### src/rtl/i2c_xfer_seq.sv
module i2c_xfer_seq #(
  parameter int LEN_W    = 8,
  parameter int RA_W     = 3,
  parameter int DATA_OFS = 1,
  parameter int CTRL_OFS = 2,
  parameter int STAT_OFS = 3,
  parameter int SRST_OFS = 7
) (
  input  logic             clk,
  input  logic             rst_n,
  input  logic             start,
  input  logic [9:0]       dev_addr,
  input  logic             ten_bit,
  input  logic             rd,
  input  logic [LEN_W-1:0] len,
  input  logic             abort,
  input  logic [7:0]       tx_data,
  input  logic             tx_valid,
  output logic             tx_ready,
  output logic [7:0]       rx_data,
  output logic             rx_valid,
  input  logic             rx_ready,
  output logic             busy,
  output logic             done,
  output logic [1:0]       err,
  output logic [RA_W-1:0]  bus_addr,
  output logic [7:0]       bus_wdata,
  output logic             bus_wr,
  output logic             bus_rd,
  input  logic [7:0]       bus_rdata
);
  localparam logic [RA_W-1:0] A_DATA = RA_W'(DATA_OFS);
  localparam logic [RA_W-1:0] A_CTRL = RA_W'(CTRL_OFS);
  localparam logic [RA_W-1:0] A_STAT = RA_W'(STAT_OFS);
  localparam logic [RA_W-1:0] A_SRST = RA_W'(SRST_OFS);
  localparam logic [7:0] C_ACK = 8'h04, C_STP = 8'h10, C_STA = 8'h20, C_EN = 8'h40;
  localparam logic [LEN_W-1:0] ONE = LEN_W'(1);

  typedef enum logic [2:0] {M_IDLE, M_WSTART, M_WA1, M_WA2, M_WSACK, M_WSDATA} mst_t;
  typedef enum logic [2:0] {P_RD, P_CHK, P_DEC, P_TX, P_RXRD, P_RX, P_CTL} ph_t;

  mst_t mst, n_mst;
  ph_t  ph, n_ph;
  logic [LEN_W-1:0] left, n_left;
  logic moved, n_moved, abort_l, n_abort_l, ack_en, n_ack_en, ten_l, n_ten_l;
  logic fin, n_fin, rx_last, n_rx_last, n_done;
  logic [7:0] a1, n_a1, a2, n_a2, cval, n_cval, rxq, n_rxq;
  logic [1:0] err_n, n_err_n, n_err;

  wire idle   = (mst == M_IDLE);
  wire go     = start && idle && (ph == P_RD || ph == P_CHK);
  wire ab_eff = abort_l | abort;
  wire [7:0] base = C_EN | (ack_en ? C_ACK : 8'h00);

  assign busy     = !idle;
  assign rx_valid = (ph == P_RX);
  assign rx_data  = rxq;

  always_comb begin
    logic wack, rack, stp;
    n_mst = mst; n_ph = ph; n_left = left; n_moved = moved; n_abort_l = abort_l;
    n_ack_en = ack_en; n_ten_l = ten_l; n_fin = fin; n_rx_last = rx_last;
    n_a1 = a1; n_a2 = a2; n_cval = cval; n_rxq = rxq; n_err_n = err_n;
    n_err = err; n_done = 1'b0;
    bus_wr = 1'b0; bus_rd = 1'b0; bus_addr = A_CTRL; bus_wdata = 8'h00; tx_ready = 1'b0;
    wack = 1'b0; rack = 1'b0; stp = 1'b0;
    if (abort && !idle) n_abort_l = 1'b1;
    if (go) begin
      bus_wr = 1'b1; bus_wdata = C_EN | C_ACK | C_STA;
      n_mst = M_WSTART; n_ph = P_RD; n_left = len; n_moved = 1'b0; n_abort_l = 1'b0;
      n_ack_en = 1'b1; n_ten_l = ten_bit; n_fin = 1'b0; n_err_n = 2'd0;
      n_a1 = ten_bit ? (8'hF0 | {5'b0, dev_addr[9:8], 1'b0} | {7'b0, rd}) : {dev_addr[6:0], rd};
      n_a2 = dev_addr[7:0];
    end else begin
      case (ph)
        P_RD: begin bus_rd = 1'b1; n_ph = P_CHK; end
        P_CHK: begin
          if (bus_rdata[3]) begin
            if (idle) begin n_cval = base | C_STP; n_fin = 1'b0; n_ph = P_CTL; end
            else begin bus_rd = 1'b1; bus_addr = A_STAT; n_ph = P_DEC; end
          end else bus_rd = 1'b1;
        end
        P_DEC: begin
          case (bus_rdata)
            8'h08, 8'h10: begin
              bus_wr = 1'b1; bus_addr = A_DATA; bus_wdata = a1;
              n_cval = base; n_mst = M_WA1; n_ph = P_CTL;
            end
            8'h18, 8'h40: begin
              if (ten_l) begin
                bus_wr = 1'b1; bus_addr = A_DATA; bus_wdata = a2;
                n_cval = base; n_mst = M_WA2; n_ph = P_CTL;
              end else if (bus_rdata == 8'h18) wack = 1'b1;
              else rack = 1'b1;
            end
            8'hD0, 8'h28: wack = 1'b1;
            8'hE0: rack = 1'b1;
            8'h50, 8'h58: begin
              bus_rd = 1'b1; bus_addr = A_DATA; n_rx_last = (bus_rdata == 8'h58);
              n_mst = M_WSDATA; n_ph = P_RXRD;
            end
            8'h20, 8'h30, 8'h48: begin stp = 1'b1; n_err_n = 2'd1; end
            default: begin
              bus_wr = 1'b1; bus_addr = A_SRST; stp = 1'b1; n_err_n = 2'd2;
            end
          endcase
          if (wack) begin
            if (left == '0 || (ab_eff && moved)) stp = 1'b1;
            else begin n_ph = P_TX; n_mst = M_WSACK; end
          end
          if (rack) begin
            if (left == '0) stp = 1'b1;
            else begin
              n_mst = M_WSDATA;
              if (left == ONE || ab_eff) n_ack_en = 1'b0;
              n_cval = C_EN | (n_ack_en ? C_ACK : 8'h00); n_ph = P_CTL;
            end
          end
        end
        P_TX: if (tx_valid) begin
          bus_wr = 1'b1; bus_addr = A_DATA; bus_wdata = tx_data; tx_ready = 1'b1;
          n_left = left - ONE; n_moved = 1'b1; n_cval = base; n_ph = P_CTL;
        end
        P_RXRD: begin n_rxq = bus_rdata; n_ph = P_RX; end
        P_RX: if (rx_ready) begin
          if (rx_last) stp = 1'b1;
          else begin
            n_left = left - ONE;
            if (n_left == ONE || ab_eff) n_ack_en = 1'b0;
            n_cval = C_EN | (n_ack_en ? C_ACK : 8'h00); n_ph = P_CTL;
          end
        end
        P_CTL: begin
          bus_wr = 1'b1; bus_wdata = cval; n_ph = P_RD;
          if (fin) begin n_mst = M_IDLE; n_done = 1'b1; n_err = err_n; n_fin = 1'b0; end
        end
        default: n_ph = P_RD;
      endcase
      if (stp) begin n_cval = base | C_STP; n_fin = 1'b1; n_ph = P_CTL; end
    end
  end

  always_ff @(posedge clk or negedge rst_n) begin
    if (!rst_n) begin
      mst <= M_IDLE; ph <= P_RD; left <= '0; moved <= 1'b0; abort_l <= 1'b0;
      ack_en <= 1'b1; ten_l <= 1'b0; fin <= 1'b0; rx_last <= 1'b0;
      a1 <= 8'h00; a2 <= 8'h00; cval <= 8'h00; rxq <= 8'h00;
      err_n <= 2'd0; err <= 2'd0; done <= 1'b0;
    end else begin
      mst <= n_mst; ph <= n_ph; left <= n_left; moved <= n_moved; abort_l <= n_abort_l;
      ack_en <= n_ack_en; ten_l <= n_ten_l; fin <= n_fin; rx_last <= n_rx_last;
      a1 <= n_a1; a2 <= n_a2; cval <= n_cval; rxq <= n_rxq;
      err_n <= n_err_n; err <= n_err; done <= n_done;
    end
  end

  logic prev_ctrl_rd;
  always_ff @(posedge clk or negedge rst_n)
    if (!rst_n) prev_ctrl_rd <= 1'b0;
    else prev_ctrl_rd <= bus_rd && bus_addr == A_CTRL;

  AST_ONE_ACCESS: assert property (@(posedge clk) disable iff (!rst_n) !(bus_wr && bus_rd));
  AST_STAT_AFTER_FLAG: assert property (@(posedge clk) disable iff (!rst_n)
    (bus_rd && bus_addr == A_STAT) |-> (prev_ctrl_rd && bus_rdata[3]));
  AST_CTRL_EN_FLAG: assert property (@(posedge clk) disable iff (!rst_n)
    (bus_wr && bus_addr == A_CTRL) |-> (bus_wdata[6] && !bus_wdata[3]));
  AST_TX_TAKEN: assert property (@(posedge clk) disable iff (!rst_n)
    tx_ready |-> (tx_valid && bus_wr && bus_addr == A_DATA && bus_wdata == tx_data));
  AST_RX_HOLD: assert property (@(posedge clk) disable iff (!rst_n)
    (rx_valid && !rx_ready) |=> (rx_valid && $stable(rx_data)));
  AST_DONE_PULSE: assert property (@(posedge clk) disable iff (!rst_n) done |=> !done);
  AST_DONE_IDLE: assert property (@(posedge clk) disable iff (!rst_n) done |-> !busy);
  AST_IDLE_NO_DATA: assert property (@(posedge clk) disable iff (!rst_n)
    (!busy && !start) |-> !(bus_wr && bus_addr == A_DATA));
endmodule

### config.mk
export PLATFORM = sky130hd
export DESIGN_NAME = i2c_xfer_seq
export DESIGN_NICKNAME = d
export VERILOG_FILES = /design/src/rtl/i2c_xfer_seq.sv
export SDC_FILE = /design/constraint.sdc
export NUM_CORES = 1
export LEC_CHECK = 0
export BUFFER_PORTS_ARGS = -buffer_cell sky130_fd_sc_hd__buf_2
export CORE_ASPECT_RATIO = 1.1
export CORE_MARGIN = 2
export CORE_UTILIZATION = 50
export DETAILED_ROUTE_END_ITERATION = 6
export HOLD_SLACK_MARGIN = 0.06
export MAX_ROUTING_LAYER = met4
export PLACE_DENSITY = 0.76
export SKIP_CTS_REPAIR_TIMING = 1
export SLEW_MARGIN = 25
export SYNTH_ARGS = -nofsm -noshare
export SYNTH_HDL_FRONTEND = slang
export SYNTH_SLANG_ARGS = --single-unit
### constraint.sdc
create_clock -name clk -period 2.25 [get_ports clk]
set_clock_uncertainty 0.15 [all_clocks]
set_input_delay 0.225 -clock clk [delete_from_list [all_inputs] [get_ports clk]]
set_output_delay 0.225 -clock clk [all_outputs]
set_load 0.005 [all_outputs]
==> impl_metrics.toml, run 1 <==
[setup_path]
crit_fanout = 5
critical-path-top-delay-family = "simple AND/OR/NAND/NOR gates"
crit_required_ps = 1880
cp_slowest_cell = "dfrtp_1"
crit_arrival_ps = 1850
crit_chain = "nor3_4, buf_4, inv_1, nor3_2, o22ai_1, and3_1, buf_2"
critPathKind = "flop to output port"
crit_path_max_incr_delay_ps = 410
startpoint_type = "flop"
cp.buffers_inverters = 3
critPathCaptureType = "output port"

[clocking]
clkLatencyLatePin_ps = 340
path_clk_slew_ps = 70
cts_buffer_depth = 2
cts_tree = "yes"
cts-root-buf = "clkbuf_8"
cts_num_sinks = 57
cts-buffers-inserted = 9
htree_levels = 3

[sta]
setup_tns_ps = 0
period_needed_ps = 2220
max_freq_mhz = 450
slew_headroom_pct = 59.8
slew_violations = 0
setup-violations-final = 0
hold_viol = 0
finalCritPeriodShare_pct = 98.7
setup_slack_ps = 28.9
grt_setup_unrepaired = "yes"
worst_slew_pin_slew_ps = 603
hold-worst-slack_ps = 53.9

[drt]
detail-route-antenna-nets = 0
routedLengthMet1_mm = 4.35
route.met2.wl_mm = 5.30
post_drt_wl_per_cell_um = 17.1
routed.top_layer = "met4"
wl_mm = 10.5
wl_met3_um = 609
dr.pass1.iters = 5
viasPerCell = 5.83
vias = 3589
drtIter0Drc = 269
drc = 0

[floorplan]
die_w_um = 83.4
die_h_um = 91.3
start_util_pct = 52.3
die_area_um2 = 7610
rows = 31
core-area_um2 = 6630
io_pins = 69

[yosys]
yosysSeqAreaShare_pct = 41.2
synth_area_per_cell_um2 = 8.80
synth.yosys.warnings = 0
synthDistinctLibCells = 68
yosysTopAreaCellShare_pct = 40.4
synth_area_leaders = "dfrtp_1, nand2_1, o21ai_0, mux2_2, a22oi_1"
async_flop_share_pct = 100
synth_seq_cells = 57
synth_area_leader_cell = "dfrtp_1"
synth_area_um2 = 3470
synth_nets = 440
synth_edf_count = 0
syn_inst = 394
yosys_most_used_dff = "dfrtp_1"

[layout]
nFillCells = 502
stdcell_count = 616
area_delta_synth_final_pct = 38.4
final_util_pct = 72.3
fin_area_um2 = 4800
drive_gt1_share_pct = 34.1
fin_nets = 574
mostFrequentLayoutCells = "nand2_1, buf_2, dfrtp_1"
layout_commonest_cell = "nand2_1"

[global_route]
grt_max_degree = 39
grt_use_total_pct = 27.4
grt_pass1_vias = 3242
grt-ovfl-total = 0
grt_pass1_wl_mm = 16.1
antenna_found_initial = 0

[flow_run]
maxCapViolations = 0

[power]
power_frac_comb_pct = 45.4
total_power_mw = 5.14
power.switching_mw = 1.98
p_leak_nw = 2.22
swShare_pct = 38.5
p_seq_share_pct = 33.7
clkPwrFrac_pct = 20.9
ir_drop_v = 0.000558
powerDensity_nw_per_um2 = 1070
intPower_mw = 3.16

[placed_design]
hpwlAfterDp_mm = 7.21
place_ws_ps = -74.0
dp_cells = 567
placed_area_um2 = 4200
port_buffers = 68
gp_congestion = 0.992

[hold_path]
hold_path_class = "primary input to flop"

[status]
status = "complete, no violations"
[state kept, by name, summed over array words and instances (netlist names)]
signal,flops
ten_l,1
fin,1
done,1
abort_l,1
err_n,2
moved,1
a1,8
left,8
mst,3
cval,8
a2,8
rx_data,8
ph,3
ack_en,1
rx_last,1
err,2
[layout make-up]
class,instances,area (um2),share of cell area (%)
antenna,1,2.50,0.0522
clock buffer,9,124,2.58
clock inverter,7,93.8,1.96
inverter,15,60.1,1.25
multi-input combinational,298,1950,40.7
sequential,57,1430,29.8
tap,82,103,2.14
timing repair buffer,147,1030,21.5
[cells by family after synthesis]
kind of cell	synth area share, %
AO/OA/AOI/OAI	21.2
XOR/XNOR	2.53
adder cells (fa/ha/maj)	1.44
buffers and inverters	4.62
flip-flops	41.2
multiplexers	4.73
AND/OR/NAND/NOR	24.3
[metal layers]
layer  vias up  global-route usage [%]
met1      1691                    34.7
met4         0                    10.1
li1       1694                       -
met5         -                       -
met2       168                    44.2
met3        36                    4.55
[path summary, 6_finish.rpt]
kind	slack (ps)	start	depth (start not counted)	to
max in group asynchronous	930	rst_n	3	ack_en
hold reg to reg	330	a2[6]	2	a2[6]
hold / removal	50	dev_addr[9]	3	a1[2]
setup / recovery	30	mst[2]	7	bus_rd
setup reg to reg	120	left[5]	7	ph[1]
min in group asynchronous	270	rst_n	2	rx_last
[synth_stat cells (4+ instances only)]
library cell / number
inv_1: 14
nor4_1: 4
a22oi_1: 14
o31ai_1: 4
nor2_1: 14
nand2b_1: 5
nand2_1: 72
and3_1: 5
nor3_1: 8
nor2b_1: 11
nor3b_1: 5
and2_1: 6
clkbuf_1: 17
mux2_2: 11
a21oi_1: 15
nand3_1: 9
dfrtp_1: 56
xnor2_1: 6
buf_2: 5
o21ai_0: 34
a221oi_1: 5
mux2i_1: 4
xor2_1: 4
ha_1: 4
[worst min-delay path: stages]
cell and delay (ps):
buf_2 80, mux2i_1 70, o21ai_0 130
[power groups by stage]
| stage | clock network [mW] | logic (mW) | registers [mW] |
|---|---|---|---|
| after floorplan | 0 | 1.32 | 1.65 |
| after global placement | 0 | 2.02 | 1.71 |
| after detailed placement | 0 | 2.08 | 1.73 |
| after CTS | 1.09 | 2.09 | 1.71 |
| after global routing | 1.15 | 2.56 | 1.77 |
| final | 1.07 | 2.34 | 1.73 |
Note: power is estimated with default switching activity, not from simulation.
==> inputs of run 2 (changes only) <==
==> constraint.sdc (replaced) <==
create_clock -name clk -period 2.25 [get_ports clk]
set_clock_uncertainty 0.15 [all_clocks]
set_input_delay 0.3375 -clock clk [delete_from_list [all_inputs] [get_ports clk]]
set_output_delay 0.3375 -clock clk [all_outputs]
set_load 0.005 [all_outputs]
==> impl_metrics.toml, run 2 (synthesized netlist as in run 1, its figures left out) <==
[status]
status = "finished with violations"
violations = "setup timing"

[sta]
setup_slack_ps = -128
grt_setup_unrepaired = "yes"
slew_violations = 0
slew_headroom_pct = 60.4
finalCritPeriodShare_pct = 106
setup-violations-final = 12
hold_viol = 0
worst_slew_pin_slew_ps = 594
max_freq_mhz = 420
period_needed_ps = 2380

[drt]
drc = 0
viasPerCell = 5.78
post_drt_wl_per_cell_um = 16.8
detail-route-antenna-nets = 0
wl_mm = 10.4
dr.pass1.iters = 6
vias = 3591
drtIter0Drc = 308

[floorplan]
rows = 31
core-area_um2 = 6630
die_w_um = 83.4
die_area_um2 = 7610
io_pins = 69
die_h_um = 91.3
start_util_pct = 52.3

[clocking]
clkLatencyLatePin_ps = 350
cts-root-buf = "clkbuf_8"
cts_num_sinks = 57
cts-buffers-inserted = 9
cts_tree = "yes"
path_clk_slew_ps = 70
cts_buffer_depth = 2
htree_levels = 3

[setup_path]
critPathCaptureType = "output port"
crit_arrival_ps = 1890
r2r-start = "left[2]"
critPathKind = "primary input to output port"
critical-path-top-delay-family = "simple AND/OR/NAND/NOR gates"
crit_required_ps = 1760
cp.buffers_inverters = 3
startpoint_type = "primary input"
crit_start = "bus_rdata[5]"
crit_chain = "buf_8, or4_4, nor2_4, and3_4, clkbuf_16, a22oi_2, o21ai_1, buf_2"
crit_path_max_incr_delay_ps = 570
crit_fanout = 4
cp_slowest_cell = "or4_4"

[layout]
n_antenna_cell = 0
mostFrequentLayoutCells = "buf_4, nand2_1, buf_2"
area_delta_synth_final_pct = 42.1
drive_gt1_share_pct = 40.1
fin_area_um2 = 4920
nFillCells = 483
layout_commonest_cell = "buf_4"
final_util_pct = 74.2
fin_nets = 580

[hold_path]
hp-start = "len[0]"
hold_path_class = "primary input to flop"

[power]
p_leak_nw = 2.29
powerDensity_nw_per_um2 = 1050
ir_drop_v = 0.000618

[global_route]
grt_use_total_pct = 27.9
grt_pass1_vias = 3472
grt-ovfl-total = 0
grt_max_degree = 37
antenna_found_initial = 0
grt_pass1_wl_mm = 16.5

[flow_run]
maxCapViolations = 0

[placed_design]
hpwlAfterDp_mm = 7.43
gp_congestion = 0.957
placed_area_um2 = 4370
port_buffers = 68
## run 2: where the power goes
part | internal [mW] | switching (mW)
Clock | 0.632 | 0.467
Combinational | 1.11 | 1.22
Sequential | 1.43 | 0.297
## run 2: worst paths after layout
check / endpoint / slack [ps] / depth (start not counted)
max: bus_wdata[3] / -130 / 8
min: left[0] / 40 / 3
max reg2reg: ph[1] / 100 / 7
min reg2reg: a1[4] / 340 / 2
max in group asynchronous: ack_en / 920 / 3
min in group asynchronous: err_n[1] / 380 / 2
## run 2: layout make-up
type / count / area (um2) / area share, %
sequential: 57 / 1430 / 29.0
tap: 82 / 103 / 2.08
inverter: 15 / 56.3 / 1.14
timing repair buffer: 153 / 1070 / 21.8
clock inverter: 7 / 103 / 2.08
multi-input combinational: 298 / 2040 / 41.4
clock buffer: 9 / 124 / 2.52
## run 2: stage by stage
stage               setup TNS (ps)  std cells  hold WS [ps]  total power [mW]  worst slack [ps]
finish                        -981        621          40.2              5.16              -128
global route                 -1580        621          63.7              5.51              -174
CTS                          -2160        606          -160              5.01              -245
detailed placement           -2660        590           213              3.89              -184
global placement             -1970        590           196              3.79              -147
floorplan                        0        394          -108              2.97             0.910
## run 2: worst reg2reg max path, stage by stage (launching register included)
cell,delay (ps)
dfrtp_1,420
nor4_4,320
nand3_2,170
o21a_4,180
buf_4,140
or3_1,360
a211oi_2,150
o221ai_1,140
## run 2: layer usage
metal  share of wire (%)  GRT usage (%)  vias up
li1                    -              -     1697
met4                 1.9           11.2        0
met3                 5.9           5.36       22
met2                  51           45.7      137
met1                  41           33.9     1735
met5                   0              -        -
==> inputs of run 3 (changes only) <==
--- a/config.mk
+++ b/config.mk
@@ -9,10 +9,12 @@
 export CORE_ASPECT_RATIO = 1.1
 export CORE_MARGIN = 2
 export CORE_UTILIZATION = 50
+export CTS_CLUSTER_SIZE = 10
 export DETAILED_ROUTE_END_ITERATION = 6
 export HOLD_SLACK_MARGIN = 0.06
 export MAX_ROUTING_LAYER = met4
 export PLACE_DENSITY = 0.76
+export REMOVE_ABC_BUFFERS = 1
 export SKIP_CTS_REPAIR_TIMING = 1
 export SLEW_MARGIN = 25
 export SYNTH_ARGS = -nofsm -noshare
==> constraint.sdc (replaced) <==
create_clock -name clk -period 2.25 [get_ports clk]
set_clock_uncertainty 0.15 [all_clocks]
set_input_delay 0.1125 -clock clk [delete_from_list [all_inputs] [get_ports clk]]
set_output_delay 0.1125 -clock clk [all_outputs]
set_load 0.005 [all_outputs]
==> impl_metrics.toml, run 3 (synthesized netlist as in run 1, its figures left out) <==
[sta]
finalCritPeriodShare_pct = 97.0
max_freq_mhz = 458
period_needed_ps = 2180
slew_violations = 0
slew_headroom_pct = 54.7
setup_slack_ps = 66.6
worst_slew_pin_slew_ps = 670
setup-violations-final = 0
hold_viol = 0
grt_setup_unrepaired = "yes"

[setup_path]
critPathKind = "flop to output port"
r2r_slack_ps = 160
crit_end = "bus_wdata[4]"
crit_start = "ph[2]"
crit_required_ps = 1990
reg2reg_depth = 7
r2r-start = "left[2]"
critPathCaptureType = "output port"
startpoint_type = "flop"
r2r_end = "cval[2]"
crit_arrival_ps = 1920
crit_fanout = 8

[layout]
area_delta_synth_final_pct = 35.8
mostFrequentLayoutCells = "nand2_1, buf_2, dfrtp_1"
layout_commonest_cell = "nand2_1"
n_antenna_cell = 0
drive_gt1_share_pct = 28.9
fin_nets = 560
stdcell_count = 601
final_util_pct = 70.9

[clocking]
cts-buffers-inserted = 9
path_clk_slew_ps = 70
clkLatencyLatePin_ps = 350
cts_num_sinks = 57
cts_tree = "yes"
htree_levels = 3
cts-root-buf = "clkbuf_8"
cts_buffer_depth = 2

[global_route]
grt_pass1_wl_mm = 16.1
grt-ovfl-total = 0
antenna_found_initial = 0
grt_max_degree = 39
grt_pass1_vias = 3338
grt_use_total_pct = 27.1

[floorplan]
rows = 31
die_w_um = 83.4
die_h_um = 91.3
die_area_um2 = 7610
core-area_um2 = 6630
io_pins = 69
start_util_pct = 52.3

[drt]
viasPerCell = 5.88
detail-route-antenna-nets = 0
drc = 0
drtIter0Drc = 267
post_drt_wl_per_cell_um = 17.1
wl_mm = 10.3
vias = 3535
dr.pass1.iters = 5

[power]
ir_drop_v = 0.000741
powerDensity_nw_per_um2 = 1100
p_leak_nw = 2.16

[placed_design]
gp_congestion = 0.985
port_buffers = 68
hpwlAfterDp_mm = 7.02
place_ws_ps = -7.30
dp_cells = 552

[hold_path]
hold_path_class = "primary input to flop"
hp-start = "bus_rdata[0]"

[flow_run]
maxCapViolations = 0

[status]
status = "complete, no violations"
-- run 3: changes by cell type in the layout (fill, tap and decap cells not counted), moves of 3 or more --
cell           change
buf_2              +3
o21ai_0            +8
buf_4             -44
nand3_1            +3
a22oi_1            +4
clkinv_4           -3
dlygate4sd3_1     +24
o21ai_1            -8
nand3_2            -3
a22oi_2            -4
-- run 3: per-layer routing --
metal	GRT usage, %	vias to the layer above	part of all wire, %
li1	-	1656	-
met2	43.1	134	49
met1	33.9	1717	42
met3	5.45	28	6.4
met5	-	-	0
met4	11.1	0	2.7
-- run 3: worst min-delay path by stage --
stage                     to  slack [ps]  cells after the start
floorplan              a1[0]        -330                      0
global placement        done         -10                      1
detailed placement      done           2                      1
CTS                     done        -380                      1
global route        err_n[0]         110                      4
finish              err_n[0]          80                      4
-- run 3: metrics by stage --
step	setup TNS, ps	hold WS [ps]	total power [mW]	cell area [um2]
floorplan	-1410	-333	2.91	3360
global placement	0	-14.7	3.71	4070
detailed placement	-24.6	1.58	3.78	4070
CTS	-412	-375	4.99	4310
global route	-41.2	109	5.51	4710
finish	0	79.4	5.16	4710
-- run 3: final cells by class --
cell class	count	area (um2)
Tap cell	82	103
Inverter	15	60.1
Fill cell	507	1930
Clock buffer	11	141
Sequential cell	57	1430
Timing Repair Buffer	133	958
Multi-Input combinational cell	298	1910
Clock inverter	5	103
-- run 3: where the power goes --
group / switching [mW] / internal [mW] / leakage, nW
Clock: 0.436 / 0.764 / 0.120
Combinational: 1.16 / 1.07 / 1.33
Sequential: 0.298 / 1.43 / 0.709
-- run 3: critical path: stages (launching register included) --
cell and delay, ps:
dfrtp_2 440, clkinvlp_4 120, buf_12 110, nand3_1 140
a211o_4 400, o21ai_0 210, buf_2 150
